--- src/rtl/adc_peak_pkg.sv ---
package adc_peak_pkg;
  localparam int unsigned LR_CW  = 3;
  localparam int unsigned M_CW   = 2;
  localparam int unsigned N_THR  = 6;
  // thresholds as Q10 fractions of positive full scale: -6..-1 dB
  localparam int unsigned FRAC_Q10 [N_THR] = '{513, 575, 646, 725, 813, 912};
  localparam int unsigned IDX_M6DB = 0;
  localparam int unsigned IDX_M3DB = 3;

  function automatic logic [63:0] thr_f(input int unsigned w, input int unsigned frac);
    logic [63:0] fs;
    fs = (64'd1 << (w - 1)) - 64'd1;
    return (fs * 64'(frac)) >> 10;
  endfunction
endpackage

--- src/rtl/adc_abs_mag.sv ---
module adc_abs_mag #(
  parameter int unsigned W = 16
) (
  input  logic [W-1:0] sample_i,
  output logic [W-1:0] mag_o,
  output logic         clip_o
);
  localparam logic [W-1:0] S_MIN = {1'b1, {(W-1){1'b0}}};
  localparam logic [W-1:0] S_MAX = {1'b0, {(W-1){1'b1}}};

  always_comb begin
    if (sample_i == S_MIN)      mag_o = S_MAX;  // saturate
    else if (sample_i[W-1])     mag_o = -sample_i;
    else                        mag_o = sample_i;
    clip_o = (sample_i == S_MIN) || (sample_i == S_MAX);
  end
endmodule

--- src/rtl/adc_band_class.sv ---
module adc_band_class
  import adc_peak_pkg::*;
#(
  parameter int unsigned W    = 16,
  parameter bit          MONO = 1'b0,
  parameter int unsigned CW   = MONO ? M_CW : LR_CW
) (
  input  logic [W-1:0]  sample_i,
  output logic [CW-1:0] code_o
);
  logic [W-1:0]     mag;
  logic             clip;
  logic [N_THR-1:0] ge;

  adc_abs_mag #(.W(W)) u_mag (.sample_i(sample_i), .mag_o(mag), .clip_o(clip));

  for (genvar k = 0; k < N_THR; k++) begin : g_thr
    localparam logic [W-1:0] THR = W'(thr_f(W, FRAC_Q10[k]));
    assign ge[k] = (mag >= THR);
  end

  if (MONO) begin : g_mono
    always_comb begin
      if (clip)                code_o = CW'(3);
      else if (ge[IDX_M3DB])   code_o = CW'(2);
      else if (ge[IDX_M6DB])   code_o = CW'(1);
      else                     code_o = '0;
    end
  end else begin : g_lr
    always_comb begin
      code_o = '0;
      for (int k = 0; k < N_THR; k++)
        if (ge[k]) code_o = CW'(k + 1);
      if (clip) code_o = '1;
    end
  end
endmodule

--- src/rtl/adc_peak_hold.sv ---
module adc_peak_hold #(
  parameter int unsigned CW = 3
) (
  input  logic          clk_i,
  input  logic          rst_ni,
  input  logic          valid_i,
  input  logic          clear_i,
  input  logic [CW-1:0] code_i,
  output logic [CW-1:0] held_o
);
  logic [CW-1:0] held_d;

  always_comb begin
    held_d = held_o;
    if (clear_i)                         held_d = valid_i ? code_i : '0;  // restart on collision
    else if (valid_i && code_i > held_o) held_d = code_i;
  end

  always_ff @(posedge clk_i or negedge rst_ni)
    if (!rst_ni) held_o <= '0;
    else         held_o <= held_d;
endmodule

--- src/rtl/adc_peak_meter.sv ---
module adc_peak_meter
  import adc_peak_pkg::*;
#(
  parameter int unsigned W = 16
) (
  input  logic         clk_i,
  input  logic         rst_ni,
  input  logic         sample_valid_i,
  input  logic [W-1:0] left_i,
  input  logic [W-1:0] right_i,
  input  logic [W-1:0] mono_i,
  input  logic         read_i,
  output logic [7:0]   status_o
);
  localparam int unsigned N_CH = 3;
  localparam int unsigned CW_A [N_CH] = '{LR_CW, LR_CW, M_CW};
  localparam int unsigned LSB_A [N_CH] = '{0, LR_CW, 2 * LR_CW};

  logic [W-1:0] smp [N_CH];
  assign smp[0] = left_i;
  assign smp[1] = right_i;
  assign smp[2] = mono_i;

  for (genvar c = 0; c < N_CH; c++) begin : g_ch
    localparam int unsigned CW = CW_A[c];
    logic [CW-1:0] code, held;

    adc_band_class #(.W(W), .MONO(c == 2), .CW(CW)) u_cls (
      .sample_i(smp[c]), .code_o(code)
    );
    adc_peak_hold #(.CW(CW)) u_hold (
      .clk_i(clk_i), .rst_ni(rst_ni), .valid_i(sample_valid_i),
      .clear_i(read_i), .code_i(code), .held_o(held)
    );
    assign status_o[LSB_A[c] +: CW] = held;
  end
endmodule

--- config.mk ---
export PLATFORM = sky130hd
export DESIGN_NAME = adc_peak_meter
export DESIGN_NICKNAME = d
export VERILOG_FILES = /design/src/rtl/adc_peak_pkg.sv /design/src/rtl/adc_abs_mag.sv /design/src/rtl/adc_band_class.sv /design/src/rtl/adc_peak_hold.sv /design/src/rtl/adc_peak_meter.sv
export SDC_FILE = /design/constraint.sdc
export NUM_CORES = 1
export LEC_CHECK = 0
export BUFFER_PORTS_ARGS = -buffer_cell sky130_fd_sc_hd__buf_2
export CORE_MARGIN = 2
export CORE_UTILIZATION = 61
export CTS_CLUSTER_SIZE = 14
export DETAILED_ROUTE_END_ITERATION = 6
export PLACE_DENSITY = 0.88
export SYNTH_ARGS = -nofsm -noshare
export SYNTH_HDL_FRONTEND = slang
export SYNTH_SLANG_ARGS = --single-unit
--- constraint.sdc ---
create_clock -name clk_i -period 4 [get_ports clk_i]
set_clock_uncertainty 0.05 [all_clocks]
set_input_delay 0.6 -clock clk_i [delete_from_list [all_inputs] [get_ports clk_i]]
set_output_delay 0.6 -clock clk_i [all_outputs]
set_load 0.02 [all_outputs]
# Word level (Yosys, flattened, before mapping)
# Cells that the tools add are included.
# word_totals
register_bits,8
input_bits,52
output_inout_bits,8
wordCells,70
# op_classes
add_sub_neg,3
magnitude_cmp,17
eq_ne,6
n_mux,32
n_reduce_logical,9
# ops
cell,count
$ge 16x15->1 const B,14
$mux 16,6
$eq 16x15->1 const B,3
$eq 16x16->1 const B,3
$neg 16->16,3
$mux 3,14
$mux 2,9
$gt 3x3->1,2
$reduce_bool 2->1,3
$logic_and 1x1->1,3
$logic_or 1x1->1,3
$mux 1,3
$gt 2x2->1,1

# Longest topological paths before layout
# Gate-level depths: netlist (run 1).
# logic_depth
word_depth,15
depth_mapped,19
mapped_depth_nobuf,17

# Hierarchy
# Synthesis (run 1) repeated with hierarchy kept, for this count alone.
# hier_totals
hier_cells,377
area_unflattened_um2,2730.1
# modules_own_cells
mod,instances,cells_per_inst,area_per_inst_um2,seq_area_each_um2
adc_abs_mag,3,72,509.2,0.0
adc_band_class (g_ch[0].u_cls ...),2,42,262.8,0.0
adc_peak_hold (g_ch[0].u_hold ...),2,21,201.4,75.1
adc_peak_hold (g_ch[2].u_hold),1,17,165.2,50.0
adc_band_class (g_ch[2].u_cls),1,18,108.9,0.0

# Least setup slack after synthesis (run 1)
# OpenSTA, ideal clock, no wires.
# synth_timing
path_kind,input to register
from,input right_i[4]
to,register g_ch[1].u_hold.held_o[1]
setup_ns,0.121
arrival_ns,4.078
t_required_ns,3.829
path_slack_ns,-0.249
stages,17
path_cell_list,buf_6 or4_4 buf_6 o31ai_1 xor2_1 or3_1 o41ai_1 a31oi_1 o31ai_1 o211a_1 ha_1 nor2b_1 o21ai_0 nand2b_1 a31oi_1 nor2_1 a22o_1
# synth_via
elab_chain_len,14
elab_cells_between_ends,25
cone_classes,add/sub (1); order compare (7); eq/ne (2); mux (12); reduce/logical (3)
# synth_lines
item,line,text
from (decl),adc_peak_meter.sv:10,"input logic [W-1:0] right_i,"
$neg 16->16,adc_abs_mag.sv:13,else if (sample_i[W-1]) mag_o = -sample_i;
$mux 16,adc_abs_mag.sv:13,
$mux 16,adc_abs_mag.sv:12,if (sample_i == S_MIN) mag_o = S_MAX;
$ge 16x15->1,adc_band_class.sv:19,assign ge[k] = (mag >= THR);
$mux 1,adc_band_class.sv:33,if (ge[k]) code_o = CW'(k + 1);
$mux 2 (2 in a row),adc_band_class.sv:33,
$mux 3 (3 in a row),adc_band_class.sv:33,
$mux 3 *,adc_band_class.sv:34,if (clip) code_o = '1;
$gt 3x3->1,adc_peak_hold.sv:16,else if (valid_i && code_i > held_o) held_d = code_i;
$logic_and 1x1->1,adc_peak_hold.sv:16,
$reduce_bool 2->1 (no line),-,
to (signal assigned),adc_peak_hold.sv:21,else held_o <= held_d;
to (decl),adc_peak_hold.sv:9,output logic [CW-1:0] held_o
# Every way passes the cells marked *; elsewhere a longest branch is shown, timed or not. The select of a mux whose other input is x is not followed.
# A chain may end at the register's enable or synchronous reset.

# Worst setup path in the final report (run 1)
# layout_timing
from,input right_i[5]
to,register g_ch[1].u_hold.held_o[2]
# The elaborated chain is that of the path after synthesis.

==> results_dict.tcl, run 1 <==
set metrics [dict create \
    cap_violations 0 \
    cts_buffer_depth 2 \
    p_per_area_nw_per_um2 182 \
    drt-total-wl_mm 9.29 \
    yosysUniqueCellTypes 67 \
    gp_congestion 0.987 \
    ios 60 \
    slew_headroom 0.647 \
    num_rows 24 \
    viasPerCell 7.02 \
    area_delta_synth_final_pct 29.4 \
    vdd_drop_max_uv 112 \
    initial_core_util 0.623 \
    final_cells 530 \
    critPathMaxFanout 8 \
    io_buffers 59 \
    regMostFlops "g_ch.u_hold.held_o" \
    total_power_w 0.000629 \
    htree_levels 1 \
    postCtsHoldBufs 0 \
    drtIter0Drc 535 \
    dieWidth_um 70.2 \
    slowest_delay_ns 0.61 \
    cts_made_buffers 3 \
    largest_reg_flops 8 \
    ys_warn_count 0 \
    overflow 0 \
    cts_tree "built" \
    first_pass_iters 7 \
    synthArstFlopShare 1.00 \
    drtAntennaViolNets 0 \
    fin_util 0.806 \
    synth_top_area_frac 0.0749 \
    die_h_um 70.2 \
    grt_pass1_vias 3110 \
    crit_type "input port to flip-flop" \
    synth_largest_area_cell "dfrtp_1" \
    antenna_found_initial 0 \
    critPathLaunchType "input port" \
    fin_crit_ns 4.07 \
    critPathRequiredTime_ns 4.06 \
    diodes 0 \
    core_area_um2 4290 \
    grt_pass1_wl_mm 13.4 \
    synth_area_leaders "dfrtp_1, ha_1, xor2_1" \
    synth-main-ff-cell "dfrtp_1" \
    hold_path_class "input port to async pin" \
    grt_max_degree 18 \
    cp_common_cell "o21ai_1" \
    setup_viol 4 \
    clkTransAtPathRegs_ns 0.04 \
    slowest_stage "or4_4" \
    drv_slew 0 \
    ys_ff_latch 8 \
    period_share 1.02 \
    syn_nets 463 \
    finalHoldViolCount 0 \
    worst-slew-pin-transition_ns 0.528 \
    setup.worst_path.end_class "flip-flop" \
    syn_area_per_cell_um2 6.74 \
    avgRoutedWirePerCell_um 17.5 \
    violations "setup timing" \
    grt_usage 0.316 \
    root_buffer "clkbuf_8" \
    synth_common_cells "nand2_1, inv_1, nor2_1" \
    hpwl_mm 6.28 \
    synth_enable_flop_cells 0 \
    drt_drc_violations_left 0 \
    fill_cells 281 \
    finalSetupTns_ns -0.186 \
    path_cells "buf_2 -> or4_4 -> o21ai_1 -> xor2_1 -> or3_1 -> o41ai_4 -> a31oi_1 -> o31ai_1 -> o211a_1 -> ha_1 -> nor2b_1 -> o21ai_1 -> nand2b_1 -> a31oi_4 -> nor2_1 -> a22o_1" \
    drive_gt1_frac 0.299 \
    netlist_area_um2 2670 \
    holdWs_ns 0.156 \
    arrival_ns 4.13 \
    synth_most_common_cell "nand2_1" \
    insertion_delay_ns 0.23 \
    cts_sinks 8 \
    fin_ws_ns -0.0669 \
    vias 3720 \
    power.leakage_nw 1.47 \
    dp_cells 521 \
    ys_seq_area_frac 0.0749 \
    fmax_mhz 246 \
    status "finished with violations" \
    die-area_um2 4930 \
    top_regs "g_ch.u_hold.held_o: 8 flops" \
    syn_inst 397 \
    nets 546 \
]
cells in the final DEF (no fill, tap or decap), types with 6 or more instances in the layout:
master / count
a21oi_1: 18
nand4_1: 12
a31oi_1: 9
nor2_1: 26
buf_4: 48
or4_1: 7
nand3_1: 8
o21ai_0: 22
xor2_1: 15
nand2_1: 32
xnor2_1: 7
buf_2: 59
o31ai_1: 13
or3_1: 9
inv_1: 27
ha_1: 14
dfrtp_1: 8
nor2b_1: 11
nor3_1: 11
nand2b_1: 6
o21ai_1: 9
nor4_1: 7
final timing paths:
kind | startpoint | end | slack, ns | cells past startpoint
worst max-delay path | right_i[5] | g_ch[1].u_hold.held_o[2] | -0.07 | 16
worst min-delay path | rst_ni | g_ch[0].u_hold.held_o[0] | 0.16 | 1
worst max register to register | g_ch[0].u_hold.held_o[1] | g_ch[0].u_hold.held_o[0] | 1.99 | 9
worst min register to register | g_ch[2].u_hold.held_o[1] | g_ch[2].u_hold.held_o[1] | 0.46 | 2
max in group asynchronous | rst_ni | g_ch[1].u_hold.held_o[0] | 3.58 | 1
min in group clk_i | g_ch[2].u_hold.held_o[1] | g_ch[2].u_hold.held_o[1] | 0.46 | 2
per-layer routing:
layer | GRT usage | part of all wire | vias up
met2 | 0.544 | 0.47 | 250
met3 | 0.0289 | 0.092 | 63
li1 | - | - | 1687
met5 | 0 | 0 | -
met4 | 0.0855 | 0.043 | 0
met1 | 0.420 | 0.40 | 1720
stage by stage:
step                setup WS, ns  cell area (µm²)
floorplan                 0.0402             2710
global placement          0.0332             3240
detailed placement        -0.107             3240
CTS                        0.126             3280
global route              -0.153             3460
finish                   -0.0669             3460
worst max-delay path, delay by kind of cell:
kind / cells / cell delay [ns]
simple gates: 5 / 1.28
xor+xnor: 1 / 0.11
fa+ha+maj: 1 / 0.14
buf+inv: 1 / 0.11
compound gates: 8 / 1.87
cell type report:
class                      count  area, µm²  area share
tap                           52       65.1      0.0188
multi-input combinational    333       2400       0.693
clock buffer                   3       41.3      0.0119
inverter                      27        101      0.0293
sequential                     8        200      0.0579
timing repair buffer         107        656       0.190
power by group:
part           total [W]  internal, W  leakage [nW]  switching [W]
clock network  0.0000962    0.0000651        0.0216      0.0000311
logic           0.000426     0.000177          1.34       0.000249
registers       0.000107    0.0000952         0.105      0.0000121
cell families after synthesis:
logic type	after synthesis	synth area share
compound gates	139	0.370
xor+xnor	23	0.0753
fa+ha+maj	14	0.0655
buf+inv	56	0.0908
flops	8	0.0749
mux	5	0.0197
simple gates	152	0.304
repair_timing:
action                                  CTS  global route
hold endpoints to repair                  0             0
endpoints found under the setup margin    0             8
buffers inserted                          0             6
resized for setup                         0            29
(Power assumes the default switching activity.)
==> inputs of run 2 (changes only) <==
--- a/config.mk
+++ b/config.mk
@@ -7,10 +7,10 @@
 export LEC_CHECK = 0
 export BUFFER_PORTS_ARGS = -buffer_cell sky130_fd_sc_hd__buf_2
 export CORE_MARGIN = 2
-export CORE_UTILIZATION = 61
+export CORE_UTILIZATION = 45
 export CTS_CLUSTER_SIZE = 14
 export DETAILED_ROUTE_END_ITERATION = 6
-export PLACE_DENSITY = 0.88
+export PLACE_DENSITY = 0.68
 export SYNTH_ARGS = -nofsm -noshare
 export SYNTH_HDL_FRONTEND = slang
 export SYNTH_SLANG_ARGS = --single-unit
==> results_dict.tcl, run 2 (same netlist as run 1, synthesis figures left out) <==
set metrics [dict create \
    status "completed" \
    die-area_um2 6570 \
    switching_share 0.443 \
    top_regs "g_ch.u_hold.held_o: 8 flops" \
    holdWs_ns 0.162 \
    first_pass_iters 5 \
    setup.worst_path.end_class "flip-flop" \
    crit_type "input port to flip-flop" \
    drt_drc_violations_left 0 \
    drive_gt1_frac 0.279 \
    root_buffer "clkbuf_8" \
    cts_buffer_depth 2 \
    critPathLaunchType "input port" \
    arrival_ns 3.91 \
    switchingPower_w 0.000263 \
    diodes 0 \
    gp_congestion 0.928 \
    cts_made_buffers 3 \
    grt_pass1_wl_mm 12.7 \
    p_per_area_nw_per_um2 172 \
    fill_cells 558 \
    internal_power_w 0.000330 \
    hpwl_mm 6.12 \
    cts_tree "built" \
    drtAntennaViolNets 0 \
    initial_core_util 0.460 \
    dp_cells 546 \
    antenna_found_initial 0 \
    power.leakage_nw 1.44 \
    clockPowerShare 0.161 \
    fin_crit_ns 3.85 \
    clkTransAtPathRegs_ns 0.04 \
    drv_slew 0 \
    final_cells 551 \
    critPathRequiredTime_ns 4.06 \
    p_seq_frac 0.179 \
    drt-total-wl_mm 7.68 \
    slew_headroom 0.606 \
    core_area_um2 5820 \
    largest_reg_flops 8 \
    final_common_cell "buf_2" \
    grt_pass1_vias 2964 \
    area_delta_synth_final_pct 28.6 \
    ios 60 \
    fmax_mhz 260 \
    grt_max_degree 17 \
    hold_path_class "input port to async pin" \
    drtIter0Drc 238 \
    p_comb_frac 0.660 \
    num_rows 28 \
    dieWidth_um 81.1 \
    die_h_um 81.1 \
    vias 3369 \
    viasPerCell 6.11 \
    htree_levels 1 \
    critPathMaxFanout 6 \
    period_share 0.963 \
    finalHoldViolCount 0 \
    worst-slew-pin-transition_ns 0.583 \
    insertion_delay_ns 0.22 \
    regMostFlops "g_ch.u_hold.held_o" \
    most-common-layout-cells "buf_2, buf_4, nand2_1, inv_1, nor2_1" \
    io_buffers 59 \
    avgRoutedWirePerCell_um 13.9 \
    vdd_drop_max_uv 149 \
    postCtsHoldBufs 0 \
    cts_sinks 8 \
    grt_usage 0.228 \
    rsz0062_at_grt "true" \
    overflow 0 \
    reg2reg_slack_ns 2.29 \
    nets 544 \
    setup_viol 0 \
    cap_violations 0 \
]
==> run 2: cell count changes in the layout (fill, tap and decap cells not counted), sizes merged <==
cell  previous run  this run
buf            107       104
or4             10        11
==> run 2: path summary, 6_finish.rpt <==
| path | startpoint | end | cells past startpoint |
|---|---|---|---|
| worst max-delay path | right_i[3] | g_ch[1].u_hold.held_o[2] | 16 |
| worst min-delay path | rst_ni | g_ch[1].u_hold.held_o[2] | 1 |
| worst max register to register | g_ch[1].u_hold.held_o[1] | g_ch[1].u_hold.held_o[2] | 8 |
| worst min register to register | g_ch[2].u_hold.held_o[0] | g_ch[2].u_hold.held_o[0] | 2 |
| max in group asynchronous | rst_ni | g_ch[0].u_hold.held_o[1] | 1 |
| min in group clk_i | g_ch[2].u_hold.held_o[0] | g_ch[2].u_hold.held_o[0] | 2 |
==> run 2: repair_timing <==
action                                  CTS  global route
endpoints found under the setup margin    0             6
gates resized for setup                   0            19
setup buffers                             0             1
==> run 2: layer usage <==
layer,share of wire,wire length (µm),vias to the layer above,global-route usage
met3,0.052,403,8,0.0189
met1,0.46,3560,1562,0.318
met2,0.47,3630,113,0.382
li1,-,-,1686,-
met4,0.010,79,0,0.0508
met5,0,0,-,0
==> run 2: cell type report <==
cell class | count | area (µm²) | share of cell area
Clock buffer | 3 | 41.3 | 0.0120
Sequential cell | 8 | 200 | 0.0582
Inverter | 27 | 101 | 0.0295
Tap cell | 75 | 93.8 | 0.0273
Timing Repair Buffer | 104 | 633 | 0.184
Multi-Input combinational cell | 334 | 2370 | 0.689
==> run 2: metrics by stage <==
step           instance area (µm²)  power (W)  TNS [ns]   util  worst slack [ns]
2_1_floorplan                 2710   0.000348         0      -            0.0402
3_3_place_gp                  3290   0.000474         0  0.565            0.0283
3_5_place_dp                  3290   0.000485    -0.372  0.565           -0.0845
4_1_cts                       3330   0.000585         0  0.572             0.156
5_1_grt                       3440   0.000648   -0.0339  0.591           -0.0220
6_report                      3440   0.000593         0  0.591             0.150
==> run 2: worst max-delay path, stage by stage <==
cell      delay [ns]
buf_2           0.12
or4_4           0.62
or3_4           0.41
o31a_1          0.31
o31ai_4         0.27
o41ai_4         0.16
a221oi_2        0.23
o31ai_1         0.10
o211a_1         0.13
ha_1            0.18
nor2b_1         0.11
o21ai_0         0.08
nand2b_1        0.11
a31oi_4         0.10
buf_4           0.15
a22o_1          0.21
==> run 2: power by group through the flow <==
stage / logic, W / clock network, W / registers, W
2_1_floorplan: 0.000225 / 0 / 0.000123
3_3_place_gp: 0.000366 / 0 / 0.000108
3_5_place_dp: 0.000378 / 0 / 0.000108
4_1_cts: 0.000379 / 0.0000990 / 0.000107
5_1_grt: 0.000435 / 0.000104 / 0.000108
6_report: 0.000391 / 0.0000953 / 0.000106
